### src/rtl/alu_nib_pkg.sv
package alu_nib_pkg;

  typedef enum logic [2:0] {
    OP_ADD   = 3'b000,
    OP_AMB   = 3'b001,
    OP_BMA   = 3'b010,
    OP_AND   = 3'b011,
    OP_OR    = 3'b100,
    OP_XOR   = 3'b101,
    OP_PASSB = 3'b110,
    OP_NOTA  = 3'b111
  } alu_op_e;

endpackage

### src/rtl/alu_nib_arith.sv
// Parallel adder and both-order subtractors with their carry/borrow bits.
module alu_nib_arith #(
  parameter int W = 4
) (
  input  logic [W-1:0] a_i,
  input  logic [W-1:0] b_i,
  output logic [W-1:0] sum_o,
  output logic         carry_o,
  output logic [W-1:0] amb_o,
  output logic         amb_brw_o,
  output logic [W-1:0] bma_o,
  output logic         bma_brw_o
);

  localparam int WE = W + 1;

  logic [WE-1:0] sum_ext;
  logic [WE-1:0] amb_ext;
  logic [WE-1:0] bma_ext;

  always_comb begin
    sum_ext = {1'b0, a_i} + {1'b0, b_i};
    // the extra top bit of a widened difference is set when it wraps below zero
    amb_ext = {1'b0, a_i} - {1'b0, b_i};
    bma_ext = {1'b0, b_i} - {1'b0, a_i};
  end

  assign sum_o     = sum_ext[W-1:0];
  assign carry_o   = sum_ext[W];
  assign amb_o     = amb_ext[W-1:0];
  assign amb_brw_o = amb_ext[W];
  assign bma_o     = bma_ext[W-1:0];
  assign bma_brw_o = bma_ext[W];

endmodule

### src/rtl/alu_nib_logic.sv
// Bitwise candidates, computed alongside the arithmetic ones.
module alu_nib_logic #(
  parameter int W = 4
) (
  input  logic [W-1:0] a_i,
  input  logic [W-1:0] b_i,
  output logic [W-1:0] and_o,
  output logic [W-1:0] or_o,
  output logic [W-1:0] xor_o,
  output logic [W-1:0] passb_o,
  output logic [W-1:0] nota_o
);

  assign and_o   = a_i & b_i;
  assign or_o    = a_i | b_i;
  assign xor_o   = a_i ^ b_i;
  assign passb_o = b_i;
  assign nota_o  = ~a_i;

endmodule

### src/rtl/alu_nib_sel.sv
// Output multiplexer: picks one candidate and the flags that belong to it.
module alu_nib_sel
  import alu_nib_pkg::*;
#(
  parameter int W = 4
) (
  input  alu_op_e      op_i,
  input  logic [W-1:0] sum_i,
  input  logic         carry_i,
  input  logic [W-1:0] amb_i,
  input  logic         amb_brw_i,
  input  logic [W-1:0] bma_i,
  input  logic         bma_brw_i,
  input  logic [W-1:0] and_i,
  input  logic [W-1:0] or_i,
  input  logic [W-1:0] xor_i,
  input  logic [W-1:0] passb_i,
  input  logic [W-1:0] nota_i,
  output logic [W-1:0] y_o,
  output logic         carry_o,
  output logic         borrow_o
);

  always_comb begin
    y_o      = '0;
    carry_o  = 1'b0;
    borrow_o = 1'b0;
    unique case (op_i)
      OP_ADD:   begin y_o = sum_i; carry_o  = carry_i;   end
      OP_AMB:   begin y_o = amb_i; borrow_o = amb_brw_i; end
      OP_BMA:   begin y_o = bma_i; borrow_o = bma_brw_i; end
      OP_AND:   y_o = and_i;
      OP_OR:    y_o = or_i;
      OP_XOR:   y_o = xor_i;
      OP_PASSB: y_o = passb_i;
      OP_NOTA:  y_o = nota_i;
      default:  y_o = '0;
    endcase
  end

endmodule

### src/rtl/alu_nib_top.sv
module alu_nib_top
  import alu_nib_pkg::*;
#(
  parameter int W = 4
) (
  input  logic [W-1:0] acc_i,
  input  logic [W-1:0] lit_i,
  input  logic [W-1:0] mem_i,
  input  logic         src_mem_i,
  input  logic [2:0]   op_i,
  output logic [W-1:0] y_o,
  output logic         carry_o,
  output logic         borrow_o,
  output logic         zero_o
);

  logic [W-1:0] opb;
  logic [W-1:0] sum, amb, bma;
  logic         cy, amb_brw, bma_brw;
  logic [W-1:0] r_and, r_or, r_xor, r_passb, r_nota;
  alu_op_e      op;

  // second-operand source
  assign opb = src_mem_i ? mem_i : lit_i;
  assign op  = alu_op_e'(op_i);

  alu_nib_arith #(.W(W)) arith_i (
    .a_i(acc_i), .b_i(opb),
    .sum_o(sum), .carry_o(cy),
    .amb_o(amb), .amb_brw_o(amb_brw),
    .bma_o(bma), .bma_brw_o(bma_brw)
  );

  alu_nib_logic #(.W(W)) logic_i (
    .a_i(acc_i), .b_i(opb),
    .and_o(r_and), .or_o(r_or), .xor_o(r_xor),
    .passb_o(r_passb), .nota_o(r_nota)
  );

  alu_nib_sel #(.W(W)) sel_i (
    .op_i(op),
    .sum_i(sum), .carry_i(cy),
    .amb_i(amb), .amb_brw_i(amb_brw),
    .bma_i(bma), .bma_brw_i(bma_brw),
    .and_i(r_and), .or_i(r_or), .xor_i(r_xor),
    .passb_i(r_passb), .nota_i(r_nota),
    .y_o(y_o), .carry_o(carry_o), .borrow_o(borrow_o)
  );

  // zero flag on the selected result
  assign zero_o = (y_o == '0);

endmodule

### config.mk
export PLATFORM = sky130hd
export DESIGN_NAME = alu_nib_top
export DESIGN_NICKNAME = d
export VERILOG_FILES = /design/src/rtl/alu_nib_pkg.sv /design/src/rtl/alu_nib_arith.sv /design/src/rtl/alu_nib_logic.sv /design/src/rtl/alu_nib_sel.sv /design/src/rtl/alu_nib_top.sv
export SDC_FILE = /design/constraint.sdc
export NUM_CORES = 1
export LEC_CHECK = 0
export BUFFER_PORTS_ARGS = -buffer_cell sky130_fd_sc_hd__buf_2
export CAP_MARGIN = 20
export CORE_MARGIN = 5
export CORE_UTILIZATION = 25
export DETAILED_ROUTE_END_ITERATION = 6
export PLACE_DENSITY_LB_ADDON = 0.12
export SETUP_SLACK_MARGIN = 0.05
export SYNTH_ARGS = -nofsm -noshare
export SYNTH_HDL_FRONTEND = slang
export SYNTH_HIERARCHICAL = 1
export SYNTH_SLANG_ARGS = --single-unit
### constraint.sdc
create_clock -name vclk -period 3.9
set_input_delay 0.78 -clock vclk [all_inputs]
set_output_delay 0.78 -clock vclk [all_outputs]
set_load 0.05 [all_outputs]
==> results of run 1 <==
## placed cells by master, fill, tap and decap left out, types with 3 or more instances in the layout
cell      instances
o21bai_1          3
inv_1            24
buf_4             4
nor2_1            9
mux2i_1           4
ha_1             17
nand2_1           5
buf_2            21
a21oi_1           6
xnor2_1           4
## worst min-delay path, cell delays in order
cell and delay, ns:
buf_2 0.29, nor2_1 0.09, buf_2 0.20
## logic make-up (layout without fill, tap and decap cells)
kind of cell,after synthesis,after routing,synth area share [%]
adders and majority gates,23,23,31.2
xor gates and xnor gates,6,6,5.28
buffers and inverters,36,51,18.2
AOI/OAI and AO/OA,21,21,15.2
and+or+nand+nor,27,27,14.0
muxes,11,11,16.1
## cell type report
class | count | area [um^2]
Inverter | 25 | 93.8
Fill cell | 447 | 2690
Multi-Input combinational cell | 88 | 923
Tap cell | 50 | 62.6
Timing Repair Buffer | 26 | 146
## layer usage
layer  track usage (%)  wire [um]
met1              11.1       1090
met2              14.8       1030
met4              1.43         44
met3             0.826         98
met5                 0          0
## power groups by stage
stage / clock network [mW] / logic, mW / registers [mW]
2_1_floorplan: 0 / 0.164 / 0
3_3_place_gp: 0 / 0.200 / 0
3_5_place_dp: 0 / 0.201 / 0
4_1_cts: 0 / 0.204 / 0
5_1_grt: 0 / 0.230 / 0
6_report: 0 / 0.208 / 0
## final timing paths
| check | startpoint | to | depth (start not counted) |
|---|---|---|---|
| worst max-delay path | src_mem_i | zero_o | 10 |
| worst min-delay path | op_i[2] | borrow_o | 3 |
## metrics by stage
| stage | TNS (ns) | setup WS, ns | cells |
|---|---|---|---|
| 2_1_floorplan | 0 | 0.0513 | 124 |
| 3_3_place_gp | -0.00484 | -0.00484 | 189 |
| 3_5_place_dp | -0.0344 | -0.0344 | 189 |
| 4_1_cts | 0 | 0.0330 | 189 |
| 5_1_grt | 0 | 0.0471 | 189 |
| 6_report | 0 | 0.164 | 189 |
## timing repair
action	in CTS	in global routing
setup buffers	0	0
gates resized for setup	3	6
endpoints found under the setup margin	2	3
==> results.cfg, run 1 <==
[logic_synthesis]
ys_warn_count = 6
yosys-top-cells-count = inv_1 (24), ha_1 (20), nor2_1 (10)
postSynthNetCount = 163
synthCells = 124
synth_most_common_cell = inv_1
post_synth_main_area_contributors = ha_1 (25%), inv_1 (9.1%), fa_1 (6.0%), mux4_1 (5.3%), buf_4 (4.5%)
synth_area_um2 = 995
synth.distinct_cells = 33
syn_area_per_cell_um2 = 8.02
yosysTopAreaCellShare_pct = 25.2
seq_area_frac_synth_pct = 0
synth_top_area_cell = ha_1

[route]
vias = 834
via_per_inst = 4.41
wirelength_um = 2260
wire_per_inst_um = 11.9
drt_iter0_drc = 10
drtPass1Iterations = 4
remaining_drc_errors = 0
ant_nets = 0

[worst_setup_path]
cp_top_family = multiplexers
critPathBufInv = 3
critical_path_arrival_ns = 2.96
crit_chain = buf_2 > mux2_4 > ha_4 > fa_2 > inv_1 > mux4_2 > nand2_2 > a21oi_4 > nor4_4 > buf_6
slowest_stage = fa_2
cp-start-kind = primary input
worstSetupPathType = in2out
endpoint_kind = output pin
worstPathMaxFanout = 6
critPathMaxStageDelay_ns = 0.51
worst_ep_required_time_ns = 3.12

[power_and_ir_drop]
pwr-share-seq_pct = 0
p_switching_mw = 0.122
p_comb_share_pct = 100.0
p_sw_share_pct = 58.5
total_power_mw = 0.208
ir_drop_mv = 0.0487
p_int_mw = 0.0865
p_per_area_mw_per_mm2 = 170
p_leak_nw = 0.607
clockPowerShare_pct = 0

[place]
place_area_mm2 = 0.00118
io_buffer_count = 23
place_congestion = 0.833
dpl.hpwl_um = 1950

[floorplanning]
dieArea_mm2 = 0.00534
ioPinCount = 23
rows = 23
die_h_um = 73.1
initial_utilization_pct = 25.4
coreArea_mm2 = 0.00391
die_width_um = 73.1

[final_layout]
fin_util_pct = 31.3
seqCellArea_um2 = 0
area_delta_synth_final_pct = 23.3
n_antenna_cell = 0
fin_nets = 180
num-clock-buffers = 0
postLayoutCellArea_mm2 = 0.00123
seq_cells = 0
drive_gt1_share_pct = 35.3

[sta]
post-route-period-util_pct = 95.8
rsz0062_at_grt = false
layout_min_cycle_time_ns = 3.74
slew_headroom_pct = 73.2
maxSlewViolCount = 0
setup_violations = 0
max_freq_ghz = 0.268
hold_violations = 0
tightest_slew_ns = 0.401
hold_slack_ns = 2.15

[global_routing]
grt_max_degree = 16
grt_pass1_wl_um = 3740
grt_usage_pct = 8.41
grt-ovfl-total = 0
grt_pass1_vias = 837
grt_antenna_before_repair = 0

[worst_hold_path]
hp-class = in2out

[outcome]
run_status = finished clean

[clocking]
hold_buffers = 0

[run]
cap_violations = 0
Note: power is estimated with default switching activity, not from simulation.
==> inputs of run 2 (changes only) <==
--- a/config.mk
+++ b/config.mk
@@ -7,6 +7,8 @@
 export LEC_CHECK = 0
 export BUFFER_PORTS_ARGS = -buffer_cell sky130_fd_sc_hd__buf_2
 export CAP_MARGIN = 20
+export CELL_PAD_IN_SITES_DETAIL_PLACEMENT = 0
+export CELL_PAD_IN_SITES_GLOBAL_PLACEMENT = 1
 export CORE_MARGIN = 5
 export CORE_UTILIZATION = 25
 export DETAILED_ROUTE_END_ITERATION = 6
==> constraint.sdc (replaced) <==
create_clock -name vclk -period 4.5
set_input_delay 0.9 -clock vclk [all_inputs]
set_output_delay 0.9 -clock vclk [all_outputs]
set_load 0.05 [all_outputs]
==> run 2 against run 1 <==
Net effect:
- highest routed layer is now met3
- design area decreased by 8.6%
- die area is the same
- critical path depth up 1
- largest power group unchanged
- final cell count fell by 1.6%
- largest cell class unchanged
- global-route usage barely moved
- sequential share of layout area is the same
- via count shrank 3.5%
- combinational power fell by 23%
- sequential cell count stayed put
- count of clock-buffer cells in the layout is the same
- wire length down 5.1%
- utilization down 2.7 points
==> results.cfg, run 2 (same netlist as run 1, synthesis figures left out) <==
[outcome]
run_status = finished clean

[worst_setup_path]
endpoint_kind = output pin
critical_path_arrival_ns = 3.29
cp-start-kind = primary input
worstSetupPathType = in2out
critPathMaxStageDelay_ns = 0.43
worst_ep_required_time_ns = 3.60
slowest_stage = fa_1
crit_chain = buf_2 > mux2_2 > ha_1 > fa_1 > xnor2_1 > nand2_1 > nor3_1 > a41oi_1 > a31oi_2 > nor4_4 > clkbuf_4
worstPathMaxFanout = 6

[route]
ant_nets = 0
remaining_drc_errors = 0
drt_iter0_drc = 47
wire_per_inst_um = 11.5
vias = 805
wirelength_um = 2140
via_per_inst = 4.33
drtPass1Iterations = 4

[final_layout]
seq_cells = 0
drive_gt1_share_pct = 26.5
seqCellArea_um2 = 0
area_delta_synth_final_pct = 12.7
final_common_cell = inv_1
mostFrequentLayoutCells = inv_1 (24), buf_2 (22), ha_1 (19), nor2_1 (10), a21oi_1 (8)
n_antenna_cell = 0
num-clock-buffers = 0
fin_nets = 177
fin_util_pct = 28.6

[floorplanning]
die_h_um = 73.1
coreArea_mm2 = 0.00391
initial_utilization_pct = 25.4
rows = 23
die_width_um = 73.1
dieArea_mm2 = 0.00534
ioPinCount = 23

[global_routing]
grt_max_degree = 16
grt_antenna_before_repair = 0
grt_pass1_wl_um = 3760
grt_pass1_vias = 799
grt_usage_pct = 8.42
grt-ovfl-total = 0

[sta]
hold_violations = 0
slew_headroom_pct = 76.0
tightest_slew_ns = 0.360
tns_ns = 0
maxSlewViolCount = 0
layout_min_cycle_time_ns = 4.19
max_freq_ghz = 0.239
setup_violations = 0
post-route-period-util_pct = 93.1
rsz0062_at_grt = false

[power_and_ir_drop]
p_leak_nw = 0.582
ir_drop_mv = 0.0324
p_per_area_mw_per_mm2 = 143

[worst_hold_path]
hp-class = in2out
whs_path_depth = 3

[run]
cap_violations = 0

[place]
dpl.hpwl_um = 1850
io_buffer_count = 23
place_congestion = 0.742

[clocking]
hold_buffers = 0
==> run 2: final cells by class <==
type	count	area, um^2
Fill cell	461	2790
Tap cell	50	62.6
Multi-Input combinational cell	88	847
Timing Repair Buffer	23	118
Inverter	25	93.8
==> run 2: critical path: cells and delay by family <==
family	cells	cell delay [ns]
compound gates	2	0.36
simple gates	3	0.38
mux	1	0.40
buf+inv	2	0.40
fa+ha+maj	2	0.69
xor+xnor	1	0.15
==> run 2: path summary, 6_finish.rpt <==
| check | start | end | slack (ns) |
|---|---|---|---|
| hold / removal | op_i[2] | borrow_o | 2.36 |
| setup / recovery | src_mem_i | zero_o | 0.31 |
==> run 2: metrics by stage <==
stage               cell area (um^2)  worst slack (ns)  hold WS, ns  power (mW)  std cells
floorplan                       1020            0.0582         2.10       0.132        124
global placement                1110             0.234         2.38       0.160        186
detailed placement              1110             0.182         2.36       0.159        186
CTS                             1110             0.167         2.37       0.159        186
global route                    1120             0.103         2.42       0.180        186
finish                          1120             0.312         2.36       0.160        186
==> run 2: layer usage <==
layer	share of wire, %	global-route usage (%)
met1	50	12.5
met2	46	14.3
met3	3.3	0.275
met4	0	0
met5	0	0
==> run 2: report_power, final <==
part | internal, mW | leakage, nW | switching (mW)
Clock | 0 | 0 | 0
Combinational | 0.0633 | 0.582 | 0.0970
Sequential | 0 | 0 | 0
==> run 2: repair_timing <==
item | CTS | global route
setup buffers | 0 | 0
gates resized for setup | 0 | 3
setup endpoints to repair | 0 | 2
==> inputs of run 3 (changes only) <==
--- a/config.mk
+++ b/config.mk
@@ -12,6 +12,7 @@
 export CORE_MARGIN = 5
 export CORE_UTILIZATION = 25
 export DETAILED_ROUTE_END_ITERATION = 6
+export MAX_ROUTING_LAYER = met4
 export PLACE_DENSITY_LB_ADDON = 0.12
 export SETUP_SLACK_MARGIN = 0.05
 export SYNTH_ARGS = -nofsm -noshare
==> run 3 against run 2 <==
Net effect:
- worst hold slack is essentially flat
- sequential share of layout area is the same
- critical path type unchanged
- non-clock buffer count is the same
==> results.cfg, run 3 (same netlist as run 1, synthesis figures left out) <==
[outcome]
run_status = finished clean

[final_layout]
final_common_cell = inv_1
fill_cells = 461
area_delta_synth_final_pct = 12.7
num-clock-buffers = 0
fin_nets = 177
mostFrequentLayoutCells = inv_1 (24), buf_2 (22), ha_1 (19), nor2_1 (10), a21oi_1 (8)
multi_input_area_um2 = 847
drive_gt1_share_pct = 26.5
fin_util_pct = 28.6
seq_cells = 0
n_antenna_cell = 0
seqCellArea_um2 = 0

[worst_setup_path]
cp-start-kind = primary input
critical_path_arrival_ns = 3.29
worstSetupPathType = in2out
worst_ep_required_time_ns = 3.60
worstPathMaxFanout = 6
endpoint_kind = output pin

[clocking]
cts_resized = 0
hold_buffers = 0
post_cts_buffers = 0

[route]
drtPass1Iterations = 4
vias = 804
wire_per_inst_um = 11.5
wirelength_um = 2140
ant_nets = 0
drt_iter0_drc = 48
remaining_drc_errors = 0
via_per_inst = 4.32

[sta]
post-route-period-util_pct = 93.1
max_freq_ghz = 0.239
rsz0062_at_grt = false
layout_min_cycle_time_ns = 4.19
slew_headroom_pct = 76.0
tightest_slew_ns = 0.360
worst_slack_ns = 0.312
hold_violations = 0
tns_ns = 0
setup_violations = 0
maxSlewViolCount = 0

[place]
post-place-ws_ns = 0.182
io_buffer_count = 23
dpl.hpwl_um = 1850
place_congestion = 0.751

[power_and_ir_drop]
total_power_mw = 0.160
ir_drop_mv = 0.0324
p_per_area_mw_per_mm2 = 143
p_leak_nw = 0.582

[global_routing]
grt-ovfl-total = 0
grt_max_degree = 16
grt_pass1_vias = 796
grt_antenna_before_repair = 0
grt_pass1_wl_um = 3770
grt_usage_pct = 8.69

[floorplanning]
rows = 23
dieArea_mm2 = 0.00534
die_width_um = 73.1
ioPinCount = 23
coreArea_mm2 = 0.00391
initial_utilization_pct = 25.4
die_h_um = 73.1

[run]
cap_violations = 0

[worst_hold_path]
hp-class = in2out
-- run 3: cell counts in the layout (fill, tap and decap cells not counted) --
No cell type changed its count.
-- run 3: path summary, 6_finish.rpt --
| path | slack, ns | depth (start not counted) | start | end |
|---|---|---|---|---|
| setup / recovery | 0.31 | 11 | src_mem_i | zero_o |
| hold / removal | 2.36 | 3 | op_i[2] | borrow_o |
-- run 3: layer usage --
layer,track usage [%],vias to the layer above,part of all wire [%]
met5,-,-,0
met4,0,0,0
met3,0.138,0,3.2
met2,14.3,12,46
met1,12.7,363,50
li1,-,429,-
-- run 3: critical path, stage by stage --
cell	delay (ns)
buf_2	0.13
mux2_2	0.40
ha_1	0.26
fa_1	0.43
xnor2_1	0.15
nand2_1	0.06
nor3_1	0.04
a41oi_1	0.21
a31oi_2	0.15
nor4_4	0.28
clkbuf_4	0.27
-- run 3: report_power, final --
| group | internal (mW) | switching, mW |
|---|---|---|
| Clock | 0 | 0 |
| Combinational | 0.0633 | 0.0971 |
| Sequential | 0 | 0 |
| Total | 0.0633 | 0.0971 |
-- run 3: cell type report --
class / count / share of cell area (%)
inverters: 25 / 8.37
well taps: 50 / 5.58
repair buffers: 23 / 10.5
multi-input cells: 88 / 75.6
-- run 3: per-stage QoR --
step	hold slack, ns	std cells	instance area, um^2
after floorplan	2.10	124	1020
final	2.36	186	1120
after global placement	2.38	186	1110
after global routing	2.42	186	1120
after CTS	2.37	186	1110
after detailed placement	2.36	186	1110
